==> config.mk <==
export PLATFORM = sky130hd
export DESIGN_NAME = bus_line_filter
export DESIGN_NICKNAME = d
export VERILOG_FILES = /design/src/rtl/lf_pkg.sv /design/src/rtl/lf_sync.sv /design/src/rtl/lf_vote.sv /design/src/rtl/lf_event.sv /design/src/rtl/bus_line_filter.sv
export SDC_FILE = /design/constraint.sdc
export NUM_CORES = 1
export LEC_CHECK = 0
export ABC_AREA = 1
export CAP_MARGIN = 10
export CORE_MARGIN = 4
export CORE_UTILIZATION = 44
export CTS_CLUSTER_DIAMETER = 120
export DETAILED_ROUTE_END_ITERATION = 12
export GPL_TIMING_DRIVEN = 0
export PLACE_DENSITY = 0.71
export SYNTH_ARGS = -nofsm -noshare
export SYNTH_HDL_FRONTEND = slang
export SYNTH_SLANG_ARGS = --single-unit
==> constraint.sdc <==
create_clock -name clk -period 1.3 [get_ports clk]
set_clock_uncertainty 0.1 [all_clocks]
set_input_delay 0.195 -clock clk [delete_from_list [all_inputs] [get_ports clk]]
set_output_delay 0.195 -clock clk [all_outputs]
set_load 0.01 [all_outputs]
==> src/rtl/lf_pkg.sv <==
package lf_pkg;

    typedef enum logic [1:0] {
        VOTE_PAIR = 2'b00,
        VOTE_MAJ3 = 2'b01,
        VOTE_QUAD = 2'b10,
        VOTE_RSVD = 2'b11
    } vote_mode_e;

    localparam int NUM_LINES = 2;
    localparam int LINE_SCL  = 0;
    localparam int LINE_SDA  = 1;

    localparam int PAIR_LEN = 2;
    localparam int MAJ_LEN  = 3;
    localparam int QUAD_LEN = 4;

    typedef struct packed {
        logic change;
        logic level;
    } vote_t;

    function automatic logic maj3(input logic [MAJ_LEN-1:0] v);
        return (v[0] & v[1]) | (v[0] & v[2]) | (v[1] & v[2]);
    endfunction

endpackage

==> src/rtl/lf_sync.sv <==
module lf_sync #(
    parameter int   STAGES  = 2,
    parameter logic RST_VAL = 1'b1
) (
    input  logic clk,
    input  logic rst,
    input  logic d,
    output logic q
);
    logic [STAGES-1:0] chain;

    always_ff @(posedge clk) begin
        if (rst) begin
            chain <= {STAGES{RST_VAL}};
        end else begin
            chain <= {chain[STAGES-2:0], d};
        end
    end

    assign q = chain[STAGES-1];
endmodule

==> src/rtl/lf_vote.sv <==
module lf_vote
    import lf_pkg::*;
#(
    parameter int   HIST_LEN = QUAD_LEN,
    parameter logic IDLE     = 1'b1
) (
    input  logic                clk,
    input  logic                rst,
    input  vote_mode_e          mode,
    input  logic                smp,
    output logic                filt,
    output logic [HIST_LEN-1:0] hist
);
    vote_t vote;

    always_comb begin
        vote = '{change: 1'b0, level: filt};
        case (mode)
            VOTE_PAIR: begin
                if (&hist[PAIR_LEN-1:0]) begin
                    vote = '{change: 1'b1, level: 1'b1};
                end else if (~|hist[PAIR_LEN-1:0]) begin
                    vote = '{change: 1'b1, level: 1'b0};
                end
            end
            VOTE_MAJ3: begin
                vote = '{change: 1'b1, level: maj3(hist[MAJ_LEN-1:0])};
            end
            default: begin
                if (&hist[QUAD_LEN-1:0]) begin
                    vote = '{change: 1'b1, level: 1'b1};
                end else if (~|hist[QUAD_LEN-1:0]) begin
                    vote = '{change: 1'b1, level: 1'b0};
                end
            end
        endcase
    end

    always_ff @(posedge clk) begin
        if (rst) begin
            hist <= {HIST_LEN{IDLE}};
            filt <= IDLE;
        end else begin
            hist <= {hist[HIST_LEN-2:0], smp};
            if (vote.change) begin
                filt <= vote.level;
            end
        end
    end
endmodule

==> src/rtl/lf_event.sv <==
module lf_event (
    input  logic clk,
    input  logic rst,
    input  logic scl_f,
    input  logic sda_f,
    output logic scl_rise,
    output logic start_det,
    output logic stop_det
);
    logic scl_q;
    logic sda_q;

    always_ff @(posedge clk) begin
        if (rst) begin
            scl_q <= 1'b1;
            sda_q <= 1'b1;
        end else begin
            scl_q <= scl_f;
            sda_q <= sda_f;
        end
    end

    assign scl_rise  = scl_f & ~scl_q;
    assign start_det = scl_f & scl_q & sda_q & ~sda_f;
    assign stop_det  = scl_f & scl_q & ~sda_q & sda_f;
endmodule

==> src/rtl/bus_line_filter.sv <==
module bus_line_filter
    import lf_pkg::*;
#(
    parameter int SYNC_STAGES = 2,
    parameter int HIST_LEN    = QUAD_LEN
) (
    input  logic       clk,
    input  logic       rst,
    input  logic [1:0] mode,
    input  logic       scl_in,
    input  logic       sda_in,
    output logic       scl_filt,
    output logic       sda_filt,
    output logic       scl_rise,
    output logic       start_det,
    output logic       stop_det
);
    vote_mode_e             vmode;
    logic [NUM_LINES-1:0]   raw;
    logic [NUM_LINES-1:0]   synced;
    logic [NUM_LINES-1:0]   filt;
    logic [HIST_LEN-1:0]    hist [NUM_LINES];
    logic [HIST_LEN-1:0]    scl_hist;
    logic [HIST_LEN-1:0]    sda_hist;

    assign vmode         = vote_mode_e'(mode);
    assign raw[LINE_SCL] = scl_in;
    assign raw[LINE_SDA] = sda_in;

    for (genvar g = 0; g < NUM_LINES; g++) begin : g_line
        lf_sync #(
            .STAGES (SYNC_STAGES),
            .RST_VAL(1'b1)
        ) u_sync (
            .clk(clk),
            .rst(rst),
            .d  (raw[g]),
            .q  (synced[g])
        );

        lf_vote #(
            .HIST_LEN(HIST_LEN),
            .IDLE    (1'b1)
        ) u_vote (
            .clk (clk),
            .rst (rst),
            .mode(vmode),
            .smp (synced[g]),
            .filt(filt[g]),
            .hist(hist[g])
        );
    end

    assign scl_filt = filt[LINE_SCL];
    assign sda_filt = filt[LINE_SDA];
    assign scl_hist = hist[LINE_SCL];
    assign sda_hist = hist[LINE_SDA];

    lf_event u_event (
        .clk      (clk),
        .rst      (rst),
        .scl_f    (scl_filt),
        .sda_f    (sda_filt),
        .scl_rise (scl_rise),
        .start_det(start_det),
        .stop_det (stop_det)
    );
endmodule

# After elaboration in Yosys (flattened, before gate mapping)

Cells that the tools add are included.

Register bits: 16
Input bits: 6
Output and inout bits: 5
Logic and storage cells: 53

Equal/unequal tests: 5
Mux-type cells: 10
Bitwise operators: 19
Reductions and logical operators: 11

Operators with widths:

| cell                 | count |
|---|---|
| $mux W2              | 8 |
| $and A1 B1 Y1        | 12 |
| $ne A4 B3 Y1 const B | 2 |
| $pmux W2 S2          | 2 |
| $reduce_and A4 Y1    | 2 |
| $reduce_or A4 Y1     | 2 |
| $ne A3 B2 Y1 const B | 2 |
| $reduce_and A3 Y1    | 2 |
| $or A1 B1 Y1         | 4 |
| $reduce_and A2 Y1    | 2 |
| $reduce_or A2 Y1     | 2 |
| $not A1 Y1           | 3 |
| $eq A2 B1 Y1 const B | 1 |
| $logic_not A2 Y1     | 1 |

# Longest topological paths before layout

Word-level depth: 5
Mapped depth: 7
Depth with buffers taken out: 7

# Hierarchy

Synthesis repeated with hierarchy kept, for this count alone.

Cell total of the unflattened synthesis: 92
Area total of the unflattened synthesis: 670.6 um2

By module, submodules not included:

| module   | instances | cells each | area each (um2) | sequential area each (um2) |
|---|---|---|---|---|
| lf_vote  | 2         | 32         | 234.0           | 100.1 |
| lf_sync  | 2         | 7          | 58.8            | 40.0 |
| lf_event | 1         | 14         | 85.1            | 40.0 |

# Worst setup path before layout

OpenSTA, ideal clock, no wires.

Path kind: register to register
Start point: register g_line[1].u_vote.hist[0]
End point: register g_line[1].u_vote.filt
Setup time: 0.124 ns
Arrival time: 1.034 ns
Data required time: 1.076 ns
Slack: 0.042 ns
Stages on the path, launching flop included: 7
Buffers on the path: 0
Period minus slack after synthesis: 1.258 ns
Path through: dfxtp_1 > inv_1 > ha_1 > o21ai_2 > nand2_1 > nand2_1 > nand3_2

Word-level cells in the longest chain between the ends: 5
Elaborated cells between the ends (all ways): 16
Classes of those cells: eq/ne (2); mux (5); bitwise (4); reduce/logical (5)

Ends and longest elaborated chain:

| item                                                 | line                         | text |
|---|---|---|
| start: declaration                                   | lf_vote.sv:12                | `output logic [HIST_LEN-1:0] hist` |
| start signal: assignment                             | lf_vote.sv:41                | `hist <= {HIST_LEN{IDLE}};` |
| start signal: assignment                             | lf_vote.sv:44                | `hist <= {hist[HIST_LEN-2:0], smp};` |
| $reduce_or A4 Y1 or $reduce_or A2 Y1 (tied branches) | lf_vote.sv:32, lf_vote.sv:22 |  |
| $mux W2 (on tied branches)                           | lf_vote.sv:32, lf_vote.sv:22 |  |
| $mux W2 (on tied branches)                           | lf_vote.sv:30, lf_vote.sv:20 |  |
| $pmux W2 S2                                          | lf_vote.sv:18                | `case (mode)` |
| $reduce_and A3 Y1 (no source line)                   | n/a                          |  |
| end signal: assignment                               | lf_vote.sv:46                | `filt <= vote.level;` |
| end: declaration                                     | lf_vote.sv:11                | `output logic filt,` |

Several ways; a longest one is shown, not always the timed one. The select of a mux whose other input is x is not followed.
A chain may end at the register's enable or synchronous reset.

# Final worst setup path

Ends and elaborated chain as after synthesis.

==> results.md <==
* Crit Path Category: reg2reg
* Largest net degree at the start of global routing at 10
* # setup viols final at 0
* Logic pwr share at 10.9%
* CP startpoint kind: flip-flop
* Ys Warns at 0
* DP Area at roughly 800 um2
* Vias/cell at approximately 4.8
* DRT Pass-1 Iters at 1
* First-pass GRT wire length at approximately 1700 um
* Vias in the first global route at 485
* Final Hold Fails at 0
* RSZ-0062 raised after global routing: yes
* Fmax at a little under 800 MHz
* Routed wl met3 at between 80 and 90 um
* Tmin final at 1.27 ns
* R2r worst-path depth at 7
* Worst path required time at 1.37 ns
* WL met1 at between 500 and 600 um
* Slew headroom at ~82%
* Initial detailed-routing violation count at 0
* Routed wire length at ~1200 um
* Syn nets at between 90 and 100
* LEAKAGE at about 0.42 nW
* Post-synthesis sequential area ratio at approximately 48%
* Root buf cell: clkbuf_4
* Worst VDD drop at 0.000670 V
* Diodes inserted at 0
* IO Count at 11
* CP peak stage delay at approximately 0.34 ns
* Slowest-stage cell, CP: dfxtp_2
* Post-Syn Area per Cell at ~8.1 um2
* Critical Path End: g_line[1].u_vote.filt
* P_sw at around 200 uW
* Initial antenna violation count at 0
* Fin nets at ~110
* Total GRT Usage at a little under an eighth
* RR Endpoint: g_line[1].u_vote.filt
* Met2 wire len at about 550 um
* Max Cap Violations at 0
* CTS tree: yes
* Total power at roughly 860 uW
* DRC at 0
* Sw frac at 23.4%
* Share of cells above drive strength 1 at a little over a third
* Syn Std Cell Area at around 660 um2
* Top routing layer in use: met4
* Core region area at between 0.001 and 0.0015 mm2
* Gpl congestion at 0.722
* Sequential power share at between 50% and 60%
* Detailed-route via count at between 500 and 600
* Max Root-Sink Buffers at 2
* Design Area, Final at roughly 860 um2
* Reg2reg start: g_line[1].u_vote.hist[0]
* Maximum level of the CTS H-tree at 1
* Power per cell area at about 1000 mW/mm2
* Clock transition at path regs at approximately 0.090 ns
* Clock net sink count at 16
* ANT nets after route at 0
* Synth-to-layout area growth at 30.1%
* Hold Path Class: reg2reg
* Crit Path Max Fanout at 2
* Final worst-path cycle share at a little over nine tenths
* Mapped Cells at a little over 80
* Dpl hpwl at between 700 and 800 um
* # fillers at ~120
* Cell breakdown of the critical path: buf_6 > ha_2 > or2_1 > nand2_1 > nand2_1 > nand3_2 > nand3_2
* Routed len/inst at 10.2 um
* GRT overflow at 0
* Fin util at around 63%
* Die height at 46.9 um
* Slew Limit Fails at 0
* Cts hold-fix bufs at 0
* Beginning of the critical path: g_line[1].u_vote.hist[0]
* Crit path DAT at approximately 1.3 ns
* Clock power share at 29.5%
* Slew @ Worst Pin at approximately 0.27 ns
* Netlist cell types at 12
* Total Die Area at 0.00220 mm2
* Sum Neg Setup Slack at 0 ns
* Register bit total from synthesis at 16
* Int Power at ~660 uW
* Die W at 46.9 um
* Status: finished clean
* Initial Utilization at between 40% and 50%
* FF-to-FF setup slack at 0.03 ns
* IO Port Bufs at 10
* Worst Setup End Kind: flip-flop
* Num CTS Buffers at 3
* Rows at 13
* Clk_lat worst skew at around 0.28 ns
-- worst min-delay path by stage --
stage / from / slack, ns / depth (start not counted) / to
after floorplan: scl_in / 0.20 / 1 / g_line[0].u_sync.chain[0]
after global placement: g_line[0].u_sync.chain[1] / 0.29 / 1 / g_line[0].u_vote.hist[0]
after detailed placement: g_line[0].u_sync.chain[0] / 0.29 / 1 / g_line[0].u_sync.chain[1]
after CTS: g_line[0].u_sync.chain[1] / 0.32 / 1 / g_line[0].u_vote.hist[0]
after global routing: g_line[0].u_sync.chain[1] / 0.33 / 1 / g_line[0].u_vote.hist[0]
final: g_line[0].u_sync.chain[1] / 0.32 / 1 / g_line[0].u_vote.hist[0]
-- sequential cells by signal (all words and copies together), names as in the netlist --
| name | cells |
|---|---|
| g_line.u_vote.hist | 8 |
| g_line.u_sync.chain | 4 |
| g_line.u_vote.filt | 2 |
| u_event.scl_q | 1 |
| u_event.sda_q | 1 |
-- power groups by stage --
stage,Combinational [mW],Sequential (mW),Clock [mW]
floorplan,0.0462,0.524,0
global placement,0.0874,0.523,0
detailed placement,0.0890,0.524,0
CTS,0.0861,0.513,0.266
global route,0.105,0.516,0.290
finish,0.0942,0.514,0.255
-- per-layer routing --
| metal | vias to the layer above | global-route usage, % |
|---|---|---|
| met1 | 238 | 11.8 |
| met5 | - | 0 |
| li1 | 287 | - |
| met3 | 2 | 4.98 |
| met2 | 13 | 19.0 |
| met4 | 0 | 8.29 |
-- stage by stage --
stage          instances  hold slack [ns]  setup slack, ns
2_1_floorplan         82            0.199           0.0417
3_3_place_gp         107            0.295           -0.114
3_5_place_dp         107            0.295           -0.135
4_1_cts              111            0.320          0.00198
5_1_grt              113            0.330          -0.0284
6_report             113            0.317           0.0324
-- cells in the mapped netlist --
| cell | number | area, um2 |
|---|---|---|
| nand2_1 | 23 | 86.3 |
| dfxtp_1 | 16 | 320 |
| inv_1 | 8 | 30.0 |
| nand3_1 | 8 | 40.0 |
| nor2_1 | 8 | 30.0 |
| or2_2 | 8 | 50.1 |
| ha_1 | 5 | 62.6 |
| nand3_2 | 2 | 20.0 |
| nor3_1 | 1 | 5.00 |
| o21ai_1 | 1 | 5.00 |
| o21ai_2 | 1 | 8.76 |
| or2_1 | 1 | 6.26 |
-- worst max-delay path, delay by kind of cell, from the launching register on --
| family | cells | cell delay, ns |
|---|---|---|
| buf+inv | 1 | 0.11 |
| simple gates | 5 | 0.44 |
| fa+ha+maj | 1 | 0.17 |
| flops | 1 | 0.34 |
-- logic make-up after synthesis --
family                   count (synthesis)  share of synthesized area [%]
AO/OA/AOI/OAI                            2                           2.07
buffers and inverters                    8                           4.52
flip-flops                              16                           48.2
adder cells (fa/ha/maj)                  5                           9.42
AND/OR/NAND/NOR                         51                           35.8
-- cell usage in the layout (no fill, tap or decap) --
cell | netlist | final
ha_2 | 0 | 1
nand3_1 | 8 | 8
ha_1 | 5 | 2
inv_2 | 0 | 3
dfxtp_2 | 0 | 6
buf_2 | 0 | 3
dfxtp_1 | 16 | 10
nor3_2 | 0 | 1
dlygate4sd2_1 | 0 | 2
nand2_1 | 23 | 22
inv_1 | 8 | 5
nand3_2 | 2 | 2
or2_2 | 8 | 8
o21ai_2 | 1 | 2
nand2_2 | 0 | 1
clkbuf_4 | 0 | 3
or2_1 | 1 | 1
nor2_1 | 8 | 8
buf_4 | 0 | 1
buf_6 | 0 | 2
clkdlybuf4s50_1 | 0 | 5
ha_4 | 0 | 2
-- repair_timing --
action | CTS | global route
endpoints found under the setup margin | 6 | 4
gates resized for setup | 17 | 14
buffers inserted | 1 | 2
pin swaps | 1 | 9
-- cell type report --
| cell class | instances | area (um2) | area share, % |
|---|---|---|---|
| repair buffers | 13 | 113 | 13.0 |
| flip-flops and latches | 16 | 328 | 37.9 |
| clock buffers | 3 | 22.5 | 2.60 |
| multi-input cells | 58 | 353 | 40.8 |
| well taps | 15 | 18.8 | 2.17 |
| inverters | 8 | 30.0 | 3.47 |
(Power assumes the default switching activity.)
